[src/rtl/madr_pkg.sv]
package madr_pkg;
  localparam int DUR_W      = 5;
  localparam int ALE_PCLK   = 2;
  localparam int FLASH_PCLK = 7;

  typedef enum logic [2:0] {
    PH_IDLE, PH_ALE, PH_AHOLD, PH_TURN, PH_STRB, PH_GAP, PH_HOLD, PH_FLASH
  } phase_t;

  // strobe length in peripheral clocks; a zero field counts as one
  function automatic logic [DUR_W-1:0] strobe_len(input logic [DUR_W-1:0] d);
    return (d == '0) ? DUR_W'(1) : d;
  endfunction
endpackage

[src/rtl/madr_pclk_gen.sv]
module madr_pclk_gen (
  input  logic clk,
  input  logic rst_n,
  input  logic run,
  output logic tick
);
  logic ph;

  always_ff @(posedge clk or negedge rst_n) begin
    if (!rst_n)   ph <= 1'b0;
    else if (!run) ph <= 1'b0;
    else          ph <= ~ph;
  end

  assign tick = run & ph;

  AST_TICK_SPACED: assert property (@(posedge clk) disable iff (!rst_n)
    tick |=> !tick);
endmodule

[src/rtl/madr_phase_ctl.sv]
module madr_phase_ctl
  import madr_pkg::*;
(
  input  logic             clk,
  input  logic             rst_n,
  input  logic             go,
  input  logic             tick,
  input  logic [DUR_W-1:0] dur_q,
  input  logic             hold_q,
  input  logic             flash_q,
  input  logic             burst_q,
  input  logic             last_word,
  output phase_t           phase,
  output logic             cap,
  output logic             adv
);
  logic [DUR_W-1:0] cnt, nxt_cnt, after_cnt;
  phase_t           nxt_ph, after_ph;

  always_comb begin
    // where to go once the inter-word gap (and hold) is over
    after_ph  = PH_ALE;
    after_cnt = DUR_W'(ALE_PCLK - 1);
    if (burst_q) begin
      after_ph  = PH_STRB;
      after_cnt = strobe_len(dur_q) - DUR_W'(1);
    end else if (flash_q) begin
      after_ph  = PH_FLASH;
      after_cnt = DUR_W'(FLASH_PCLK - 1);
    end
    nxt_ph  = phase;
    nxt_cnt = cnt;
    if (tick) begin
      if (cnt != '0) nxt_cnt = cnt - DUR_W'(1);
      else begin
        unique case (phase)
          PH_ALE:   begin nxt_ph = PH_AHOLD; nxt_cnt = '0; end
          PH_AHOLD: begin nxt_ph = PH_TURN;  nxt_cnt = '0; end
          PH_TURN:  begin nxt_ph = PH_STRB;  nxt_cnt = strobe_len(dur_q) - DUR_W'(1); end
          PH_STRB:  begin nxt_ph = last_word ? PH_IDLE : PH_GAP; nxt_cnt = '0; end
          PH_GAP: begin
            if (hold_q) begin nxt_ph = PH_HOLD; nxt_cnt = '0; end
            else begin nxt_ph = after_ph; nxt_cnt = after_cnt; end
          end
          PH_HOLD:  begin nxt_ph = after_ph; nxt_cnt = after_cnt; end
          PH_FLASH: begin nxt_ph = PH_ALE;   nxt_cnt = DUR_W'(ALE_PCLK - 1); end
          default:  begin nxt_ph = phase;    nxt_cnt = cnt; end
        endcase
      end
    end
  end

  always_ff @(posedge clk or negedge rst_n) begin
    if (!rst_n) begin
      phase <= PH_IDLE;
      cnt   <= '0;
    end else if (go) begin
      phase <= PH_ALE;
      cnt   <= DUR_W'(ALE_PCLK - 1);
    end else begin
      phase <= nxt_ph;
      cnt   <= nxt_cnt;
    end
  end

  assign cap = tick && (phase == PH_STRB) && (cnt == '0);
  assign adv = tick && (cnt == '0) && (phase != PH_ALE) && (nxt_ph == PH_ALE);

  AST_STROBE_ENTRY: assert property (@(posedge clk) disable iff (!rst_n)
    (phase == PH_STRB && $past(phase) != PH_STRB) |->
      ($past(phase) == PH_TURN || $past(phase) == PH_GAP || $past(phase) == PH_HOLD));
  AST_FLASH_SINGLE_ONLY: assert property (@(posedge clk) disable iff (!rst_n)
    (phase == PH_FLASH) |-> !burst_q);
endmodule

[src/rtl/madr_data_path.sv]
module madr_data_path #(
  parameter int BUS_W = 16,
  parameter int WC_W  = 4
) (
  input  logic             clk,
  input  logic             rst_n,
  input  logic             go,
  input  logic [BUS_W-1:0] start_addr,
  input  logic [WC_W-1:0]  word_count,
  input  logic             cap,
  input  logic             adv,
  input  logic [BUS_W-1:0] ad_in,
  output logic [BUS_W-1:0] addr,
  output logic             last_word,
  output logic [BUS_W-1:0] rdata,
  output logic             rdata_vld
);
  logic [WC_W-1:0] left;

  // words still to go after the first; zero count behaves as one word
  function automatic logic [WC_W-1:0] extra_words(input logic [WC_W-1:0] n);
    return (n == '0) ? '0 : n - WC_W'(1);
  endfunction

  always_ff @(posedge clk or negedge rst_n) begin
    if (!rst_n) begin
      addr      <= '0;
      left      <= '0;
      rdata     <= '0;
      rdata_vld <= 1'b0;
    end else begin
      rdata_vld <= cap;
      if (go) begin
        addr <= start_addr;
        left <= extra_words(word_count);
      end else begin
        if (adv) addr <= addr + BUS_W'(1);
        if (cap && left != '0) left <= left - WC_W'(1);
      end
      if (cap) rdata <= ad_in;
    end
  end

  assign last_word = (left == '0);

  AST_VALID_SINGLE: assert property (@(posedge clk) disable iff (!rst_n)
    rdata_vld |=> !rdata_vld);
endmodule

[src/rtl/madr_read_seq.sv]
module madr_read_seq
  import madr_pkg::*;
#(
  parameter int BUS_W = 16,
  parameter int WC_W  = 4
) (
  input  logic             clk,
  input  logic             rst_n,
  input  logic             start,
  input  logic [BUS_W-1:0] start_addr,
  input  logic [WC_W-1:0]  word_count,
  input  logic [DUR_W-1:0] dur_cfg,
  input  logic             hold_en,
  input  logic             flash_en,
  input  logic             burst_en,
  input  logic             ale_low,
  input  logic [BUS_W-1:0] ad_in,
  output logic [BUS_W-1:0] ad_out,
  output logic             ad_oe,
  output logic             ale,
  output logic             rd_n,
  output logic [BUS_W-1:0] rdata,
  output logic             rdata_vld,
  output logic             busy
);
  logic [DUR_W-1:0] dur_q;
  logic             hold_q, flash_q, burst_q, pol_q;
  logic             go, tick, cap, adv, last_word;
  logic [BUS_W-1:0] addr;
  phase_t           phase;

  assign busy = (phase != PH_IDLE);
  assign go   = start & ~busy;

  always_ff @(posedge clk or negedge rst_n) begin
    if (!rst_n) begin
      dur_q   <= '0;
      hold_q  <= 1'b0;
      flash_q <= 1'b0;
      burst_q <= 1'b0;
      pol_q   <= 1'b0;
    end else if (go) begin
      dur_q   <= dur_cfg;
      hold_q  <= hold_en;
      flash_q <= flash_en;
      burst_q <= burst_en;
      pol_q   <= ale_low;
    end
  end

  madr_pclk_gen u_pclk (
    .clk(clk), .rst_n(rst_n), .run(busy), .tick(tick)
  );

  madr_phase_ctl u_ctl (
    .clk(clk), .rst_n(rst_n), .go(go), .tick(tick),
    .dur_q(dur_q), .hold_q(hold_q), .flash_q(flash_q), .burst_q(burst_q),
    .last_word(last_word), .phase(phase), .cap(cap), .adv(adv)
  );

  madr_data_path #(.BUS_W(BUS_W), .WC_W(WC_W)) u_dp (
    .clk(clk), .rst_n(rst_n), .go(go), .start_addr(start_addr),
    .word_count(word_count), .cap(cap), .adv(adv), .ad_in(ad_in),
    .addr(addr), .last_word(last_word), .rdata(rdata), .rdata_vld(rdata_vld)
  );

  assign ad_oe  = (phase == PH_ALE) || (phase == PH_AHOLD);
  assign ad_out = ad_oe ? addr : '0;
  assign ale    = pol_q ^ (phase == PH_ALE);
  assign rd_n   = (phase != PH_STRB);

  AST_BUS_FREE_IN_STROBE: assert property (@(posedge clk) disable iff (!rst_n)
    !rd_n |-> !ad_oe);
  AST_ALE_RD_APART: assert property (@(posedge clk) disable iff (!rst_n)
    (ale != pol_q) |-> rd_n);
  AST_BUSY_ENDS_ON_DATA: assert property (@(posedge clk) disable iff (!rst_n)
    $fell(busy) |-> rdata_vld);
endmodule

[config.mk]
export PLATFORM = sky130hd
export DESIGN_NAME = madr_read_seq
export DESIGN_NICKNAME = d
export VERILOG_FILES = /design/src/rtl/madr_pkg.sv /design/src/rtl/madr_pclk_gen.sv /design/src/rtl/madr_phase_ctl.sv /design/src/rtl/madr_data_path.sv /design/src/rtl/madr_read_seq.sv
export SDC_FILE = /design/constraint.sdc
export NUM_CORES = 1
export LEC_CHECK = 0
export BUFFER_PORTS_ARGS = -buffer_cell sky130_fd_sc_hd__buf_4
export CAP_MARGIN = 5
export CELL_PAD_IN_SITES_DETAIL_PLACEMENT = 0
export CELL_PAD_IN_SITES_GLOBAL_PLACEMENT = 2
export CORE_ASPECT_RATIO = 1.75
export CORE_MARGIN = 2
export CORE_UTILIZATION = 33
export DETAILED_ROUTE_END_ITERATION = 8
export GPL_TIMING_DRIVEN = 0
export PLACE_DENSITY = 0.86
export SLEW_MARGIN = 10
export SYNTH_ARGS = -nofsm -noshare
export SYNTH_HDL_FRONTEND = slang
export SYNTH_SLANG_ARGS = --single-unit
[constraint.sdc]
create_clock -name clk -period 7.3 [get_ports clk]
set_input_delay 0.365 -clock clk [delete_from_list [all_inputs] [get_ports clk]]
set_output_delay 0.365 -clock clk [all_outputs]
set_load 0.05 [all_outputs]
Yosys cells after proc, flatten, opt, wreduce, memory -nomap -nowiden
Index checks and enable logic that the tools add are counted.

cells by class
  multiplexer cells = 23
  shift-type cells = 0
  bitwise gates (word level) = 5
  reduce and logical (&&, ||, !) cells = 20
  magnitude comparators = 0
  $mul = 0
  add/subtract/negate cells = 5
  equality and inequality tests = 10
  div/mod/pow operators = 0

operator list
  operator               count
  $mux 16                3
  $mux 5                 6
  $pmux 5 s5             1
  $mux 3                 8
  $pmux 3 s7             1
  $add 16x1->16 const B  1
  $eq 3x3->1 const B     4
  $mux 4                 3
  $logic_not 5->1        2
  $sub 5x1->5 const B    2
  $logic_not 4->1        2
  $sub 4x1->4 const B    2
  $reduce_bool 7->1      1
  $eq 3x1->1 const B     2
  $eq 3x2->1 const B     2
  $logic_and 1x1->1      6
  $reduce_bool 2->1      3
  $reduce_bool 5->1      1
  $reduce_bool 4->1      1
  $ne 3x1->1 const B     1
  $ne 3x3->1 const B     1
  $reduce_bool 3->1      1
  $reduce_or 3->1        1
  $and 1x1->1            2
  other kinds (5)        6

word-level totals
  register bits = 55
  memory bits (read-only) = 0
  memories kept = 0
  input bits = 48
  output and inout port bits = 37
  bits in latches = 0
  bits in writable memories = 0

Longest topological paths before layout
  depth after elaboration = 10
  mapped depth = 8

Modules after synthesis
Synthesis repeated with hierarchy kept, for this count alone.

second synthesis, totals
  cell total of the unflattened synthesis = 320
  area, all modules = 3,288.2 sq um

by module, submodules not included
  module          times used  seq. area each (sq um)  area each (sq um)  cells an instance
  madr_data_path  1           925.9                   1,796.7            158
  madr_phase_ctl  1           200.2                   859.6              113
  madr_read_seq   1           225.2                   590.6              46
  madr_pclk_gen   1           25.0                    41.3               3

Worst setup path after synthesis
No wires, ideal clock.

  path kind = register to register
  from = register u_dp.left[0]
  to = register u_dp.addr[11]
  library setup time = 0.082 ns
  arrival time = 2.413 ns
  path buffers = 0
  cell stages (with the launch flop) = 9
  setup slack = 4.805 ns
  cell sequence = dfrtp_1 -> inv_1 -> ha_1 -> or3b_1 -> o221ai_2 -> o211ai_1 -> or4_4 -> or3_1 -> a31oi_1

on the way
  word-level cells in the longest chain between the ends = 8

RTL lines
  what                         line                  RTL
  start: declaration           madr_data_path.sv:18  logic [WC_W-1:0] left;
  start signal: assignment     madr_data_path.sv:35  left <= extra_words(word_count);
  start signal: assignment     madr_data_path.sv:38  if (cap && left != '0) left <= left - WC_W'(1);
  $logic_not 4->1              madr_data_path.sv:44  assign last_word = (left == '0);
  $mux 3                       madr_phase_ctl.sv:40  PH_STRB: begin nxt_ph = last_word ? PH_IDLE : PH_GAP; nxt_cnt = '0; end
  $pmux 3 s7                   madr_phase_ctl.sv:36  unique case (phase)
  $mux 3                       madr_phase_ctl.sv:34  if (cnt != '0) nxt_cnt = cnt - DUR_W'(1);
  $mux 3                       madr_phase_ctl.sv:33  if (tick) begin
  $eq 3x1->1                   madr_phase_ctl.sv:67  assign adv = tick && (cnt == '0) && (phase != PH_ALE) && (nxt_ph == PH_ALE);
  $logic_and 1x1->1            madr_phase_ctl.sv:67
  $reduce_bool 2->1 (no line)  n/a
  end signal: assignment       madr_data_path.sv:34  addr <= start_addr;
  end signal: assignment       madr_data_path.sv:37  if (adv) addr <= addr + BUS_W'(1);
  end: declaration             madr_data_path.sv:13  output logic [BUS_W-1:0] addr,

No other way between the ends.
A chain may end at the register's enable or synchronous reset.

Final worst setup path
  from = register u_dp.left[0]
  to = register u_dp.addr[13]

The elaborated chain is that of the path after synthesis.

==> results.md <==
Status:
- The run finished with clean final reports.

GRT:
- The initial antenna violation count came to 0.
- The global-route total usage across every layer is 17.11%.
- The first global-routing pass estimated 13,860 um of wire.
- Summed over all layers, the global routing overflow is 0.
- The via count of the first global-routing pass is 2,940.
- The largest net degree at the start of global routing is 56.

STA:
- The worst slew slack as a fraction of its limit is a little over two fifths.
- At the pin with the least slew margin, the transition time is 0.8379 ns.
- The post-layout worst setup margin is 4.464 ns.
- The number of failing setup endpoints in the final timing report is 0.
- The hold violation total from the final report is 0.
- Hold is met by roughly 0.11 ns.
- The count of final max-slew check failures is 0.
- The final worst-path cycle share is 38.85%.
- Setup repair after global routing left no endpoint under its margin.
- Derived from the worst setup path, the maximum achievable clock frequency is 0.3526 GHz.
- The post-route minimum period is approximately 2.8 ns.
- Between clock sinks in the finished design, the worst skew comes to between 0.009 and 0.01 ns.
- For the final routed database, the setup TNS stands at 0 ns.

Finish:
- The count of cells in the finished layout, fillers not included, comes to 558.
- The number of inserted diodes is 0.
- In the final layout, the multi-input gates occupy about 0.0016 mm2.
- From synthesis to final layout, the design area changed by 30.52%.
- The net count of the finished layout is between 400 and 500.
- The number of filler instances in the final layout is 953.
- The sequential cell area in the final layout is about 0.0014 mm2.
- The post-route netlist has 25.34% of its cells at a drive strength greater than 1.

Worst setup path:
- In this run the worst path has a maximum fanout of 7.
- On the critical path the largest part of the delay comes from simple AND/OR/NAND/NOR gates.
- The setup path with the least slack is of type register to register.
- The nature of the critical path startpoint is a register.
- The worst-path cell with the longest stage delay is sky130_fd_sc_hd__or4_4.
- The setup check on the worst reg-to-reg path leaves a slack of about 4.5 ns.
- The type of element capturing the critical path is a register.
- For the worst flop-to-flop path, the logic depth is 8.
- The combined buffer and inverter count along the critical path is 1.
- The largest single stage delay on the critical path is 0.63 ns.
- The critical path data arrival time is 3.04 ns.
- The critical path goes through inv_1 -> ha_1 -> or3b_1 -> o221ai_2 -> o211ai_1 -> or4_4 -> or3_1 -> a31oi_1.
- The source of the worst register-to-register timing path is u_dp.left[0]$_DFFE_PN0P_.
- The worst register-to-register path ends at u_dp.addr[13]$_DFFE_PN0P_.
- Data on the critical path is required at its endpoint by 7.51 ns.

Synth:
- sky130_fd_sc_hd__nand2_1 is the most common cell in the netlist.
- The post-synthesis cell count is between 300 and 400.
- The number of synthesized register bits is 55.
- The average size of a mapped cell is 8.827 um2.
- The number of enable-type register cells in the synthesized netlist is 0.
- The number of warnings issued by yosys is 0.
- Among all flip-flop cells after synthesis, the most frequent one is sky130_fd_sc_hd__dfrtp_1.
- The summed instance area of the synthesized netlist is a little over 0.003 mm2.
- Sequential cells were found to cover 45.06% of the synthesized design area.
- After synthesis, the most frequently instantiated cells are sky130_fd_sc_hd__nand2_1, sky130_fd_sc_hd__dfrtp_1, sky130_fd_sc_hd__nor2_1.
- The top cell type by area accounts for 45.06% of the synthesized area.
- Counting distinct cell types in the post-synthesis netlist gives 47.
- Sorting the synthesized cells by area gives the leading types as sky130_fd_sc_hd__dfrtp_1, sky130_fd_sc_hd__nand2_1, sky130_fd_sc_hd__a21oi_1, sky130_fd_sc_hd__nor2_1, sky130_fd_sc_hd__mux2_2.
- The number of nets in the synthesized netlist is a little under 400.
- Of all cell types, the one taking the most synthesized area is sky130_fd_sc_hd__dfrtp_1.
- Of all flip-flops after synthesis, the portion carrying an async set or reset was between 90% and 100%.

Floorplanning:
- In this run the count of I/O pins placed on the die edge is 85.
- The initial core utilization is 33.80%.
- The die span in y is 131.3 um.
- The horizontal extent of the die is 76.72 um.
- The number of rows in the core area is 46.
- In this run the standard cell core region covers 0.009036 mm2.
- The area enclosed by the die boundary is 0.01007 mm2.

Clocking:
- Gates resized during post-CTS repair numbered 0.
- The CTS tree is done.
- In this run the deepest clock path goes through 2 buffers.
- The CTS buffer count is 5.
- Clock-pin slew was measured on the worst setup and hold paths at ~0.07 ns.
- The post-CTS setup buffer count is 0.
- In this run the clock root is driven by a sky130_fd_sc_hd__clkbuf_16.
- Counting every sink on the clock net gives 55.
- The H-tree was split into 2 levels.
- The worst-skew pair later-pin latency is 0.30 ns.
- The number of hold buffers added after cts is 0.

Routing:
- The top layer reached by signal wires is met4.
- After the first detailed-routing iteration, the DRC count stood at 96.
- The first-pass iteration count of the detailed router is 4.
- The routed design uses 324 um of met3 wire.
- The total wirelength of the detailed-routed design is 8291 um.
- The detailed-routed wire length on met2 is 4586 um.
- For this run, design rule violations remaining after detail routing come to 0.
- The wire length the detailed router placed on met1 is 3183 um.
- The count of nets left with antenna violations once routing finished came out at 0.
- The via total after detailed routing is between 2,000 and 3,000.
- Dividing the detail-routed via count by the number of cells gives slightly below 5.
- In the final routed layout, each cell accounts on average for 14.86 um.

Worst hold path:
- In this run the worst hold path is classified as input port to asynchronous set/reset pin.

Placed design:
- The count of buffers added on input and output ports is 84.
- Once detailed placement completed, the half-perimeter wirelength came to 6401 um.
- Prior to clock tree synthesis, the placed netlist has a worst setup slack of 4.496 ns.
- After detailed placement, the design holds a cell count of 550.
- The routability congestion estimate is 0.8167.

Power:
- The switching power is 0.0001190 W.
- The clock network burns around 43% of the power.
- The maximum vdd drop is 0.1706 mV.
- Summed over all cells, the static leakage comes to 1.740 nW.
- The internal portion of the total power is roughly 0.00046 W.
- The portion of total power attributed to combinational logic is 4.7%.
- Of the total power, registers draw between 50% and 60%.
- For this design the ratio of total power to cell area is 144.9 mW/mm2.
- The proportion of total power due to net switching is ~21%.

Flow run:
- Max-cap violations in this run came to 0.
-- power groups by stage --
stage	combinational, W	clock, W	sequential (W)
2_1_floorplan	0.00000148	0	0.000311
3_3_place_gp	0.0000278	0	0.000310
3_5_place_dp	0.0000281	0	0.000310
4_1_cts	0.0000282	0.000256	0.000304
5_1_grt	0.0000304	0.000264	0.000304
6_report	0.0000273	0.000246	0.000305
-- layout make-up --
cell class                      instances  area share (%)
Buffer                                 13           1.412
Clock buffer                            7           3.578
Clock inverter                          1          0.2197
Inverter                               11           1.036
Multi-Input combinational cell        267           39.64
Sequential cell                        55           34.53
Tap cell                              120           3.766
Timing Repair Buffer                   84           15.82
-- placed cells by master, fill, tap and decap left out, types with 4 or more instances in the layout --
master / Yosys / layout
sky130_fd_sc_hd__buf_4: 2 / 86
sky130_fd_sc_hd__nand2_1: 64 / 64
sky130_fd_sc_hd__dfrtp_1: 55 / 55
sky130_fd_sc_hd__nor2_1: 30 / 30
sky130_fd_sc_hd__a21oi_1: 24 / 24
sky130_fd_sc_hd__and2_1: 15 / 15
sky130_fd_sc_hd__nor3_1: 14 / 14
sky130_fd_sc_hd__clkbuf_1: 11 / 12
sky130_fd_sc_hd__nand3_1: 11 / 11
sky130_fd_sc_hd__inv_1: 10 / 10
sky130_fd_sc_hd__o21ai_0: 10 / 10
sky130_fd_sc_hd__xnor2_1: 9 / 9
sky130_fd_sc_hd__mux2_2: 9 / 9
sky130_fd_sc_hd__xor2_1: 7 / 7
sky130_fd_sc_hd__a31oi_1: 7 / 7
sky130_fd_sc_hd__nand4_1: 6 / 6
sky130_fd_sc_hd__mux2i_1: 5 / 5
sky130_fd_sc_hd__or3_1: 5 / 5
sky130_fd_sc_hd__o31ai_1: 5 / 5
sky130_fd_sc_hd__clkbuf_16: 0 / 5
sky130_fd_sc_hd__nor2b_1: 4 / 4
sky130_fd_sc_hd__nand2b_1: 4 / 4
sky130_fd_sc_hd__o211ai_1: 4 / 4
sky130_fd_sc_hd__nor4_1: 4 / 4
sky130_fd_sc_hd__ha_1: 4 / 4
-- worst register-to-register path, cell delays in order, from the launching register on --
cell and delay (ns):
sky130_fd_sc_hd__dfrtp_1 0.41, sky130_fd_sc_hd__inv_1 0.07, sky130_fd_sc_hd__ha_1 0.19, sky130_fd_sc_hd__or3b_1 0.45, sky130_fd_sc_hd__o221ai_2 0.22, sky130_fd_sc_hd__o211ai_1 0.28, sky130_fd_sc_hd__or4_4 0.63, sky130_fd_sc_hd__or3_1 0.32
sky130_fd_sc_hd__a31oi_1 0.18
-- logic make-up (layout without fill, tap and decap cells) --
family,Yosys count,in the layout,share of synthesized area [%]
multiplexers,14,14,4.957
AO/OA/AOI/OAI,60,60,12.33
adder cells (fa/ha/maj),4,4,1.639
XOR/XNOR,16,16,4.588
AND/OR/NAND/NOR,173,173,28.23
buffers and inverters,24,116,3.195
flip-flops,55,55,45.06
-- worst max path at each step --
stage / end / start / depth (start not counted) / slack [ns]
floorplan: u_dp.addr[11]$_DFFE_PN0P_ / u_dp.left[0]$_DFFE_PN0P_ / 8 / 4.80
global placement: u_dp.addr[13]$_DFFE_PN0P_ / u_dp.left[0]$_DFFE_PN0P_ / 8 / 4.57
detailed placement: u_dp.addr[13]$_DFFE_PN0P_ / u_dp.left[0]$_DFFE_PN0P_ / 8 / 4.50
CTS: u_dp.addr[13]$_DFFE_PN0P_ / u_dp.left[0]$_DFFE_PN0P_ / 8 / 4.47
global route: u_dp.addr[11]$_DFFE_PN0P_ / u_dp.left[0]$_DFFE_PN0P_ / 8 / 4.32
finish: u_dp.addr[13]$_DFFE_PN0P_ / u_dp.left[0]$_DFFE_PN0P_ / 8 / 4.46
-- stage by stage --
step           area (um2)  utilization, %  total power [W]
3_5_place_dp         3835           42.44        0.0003386
3_3_place_gp         3835           42.44        0.0003383
5_1_grt              3986           44.12        0.0005986
2_1_floorplan        3054               -        0.0003120
4_1_cts              3986           44.12        0.0005883
6_report             3986           44.12        0.0005777
-- layer usage --
metal	up-vias	GRT usage [%]
met5	-	0
met4	0	6.566
met3	13	3.228
met2	65	32.31
met1	1312	18.31
li1	1381	-
-- state kept, by name (all words and copies together), names as in the netlist --
signal and cells:
dur_q 5, u_pclk.ph 1, u_dp.rdata 16, burst_q 1, u_dp.rdata_vld 1, u_dp.left 4, u_ctl.cnt 5, u_ctl.phase 3
hold_q 1, flash_q 1, pol_q 1, u_dp.addr 16
No activity file was read; power rests on OpenSTA's default activity.
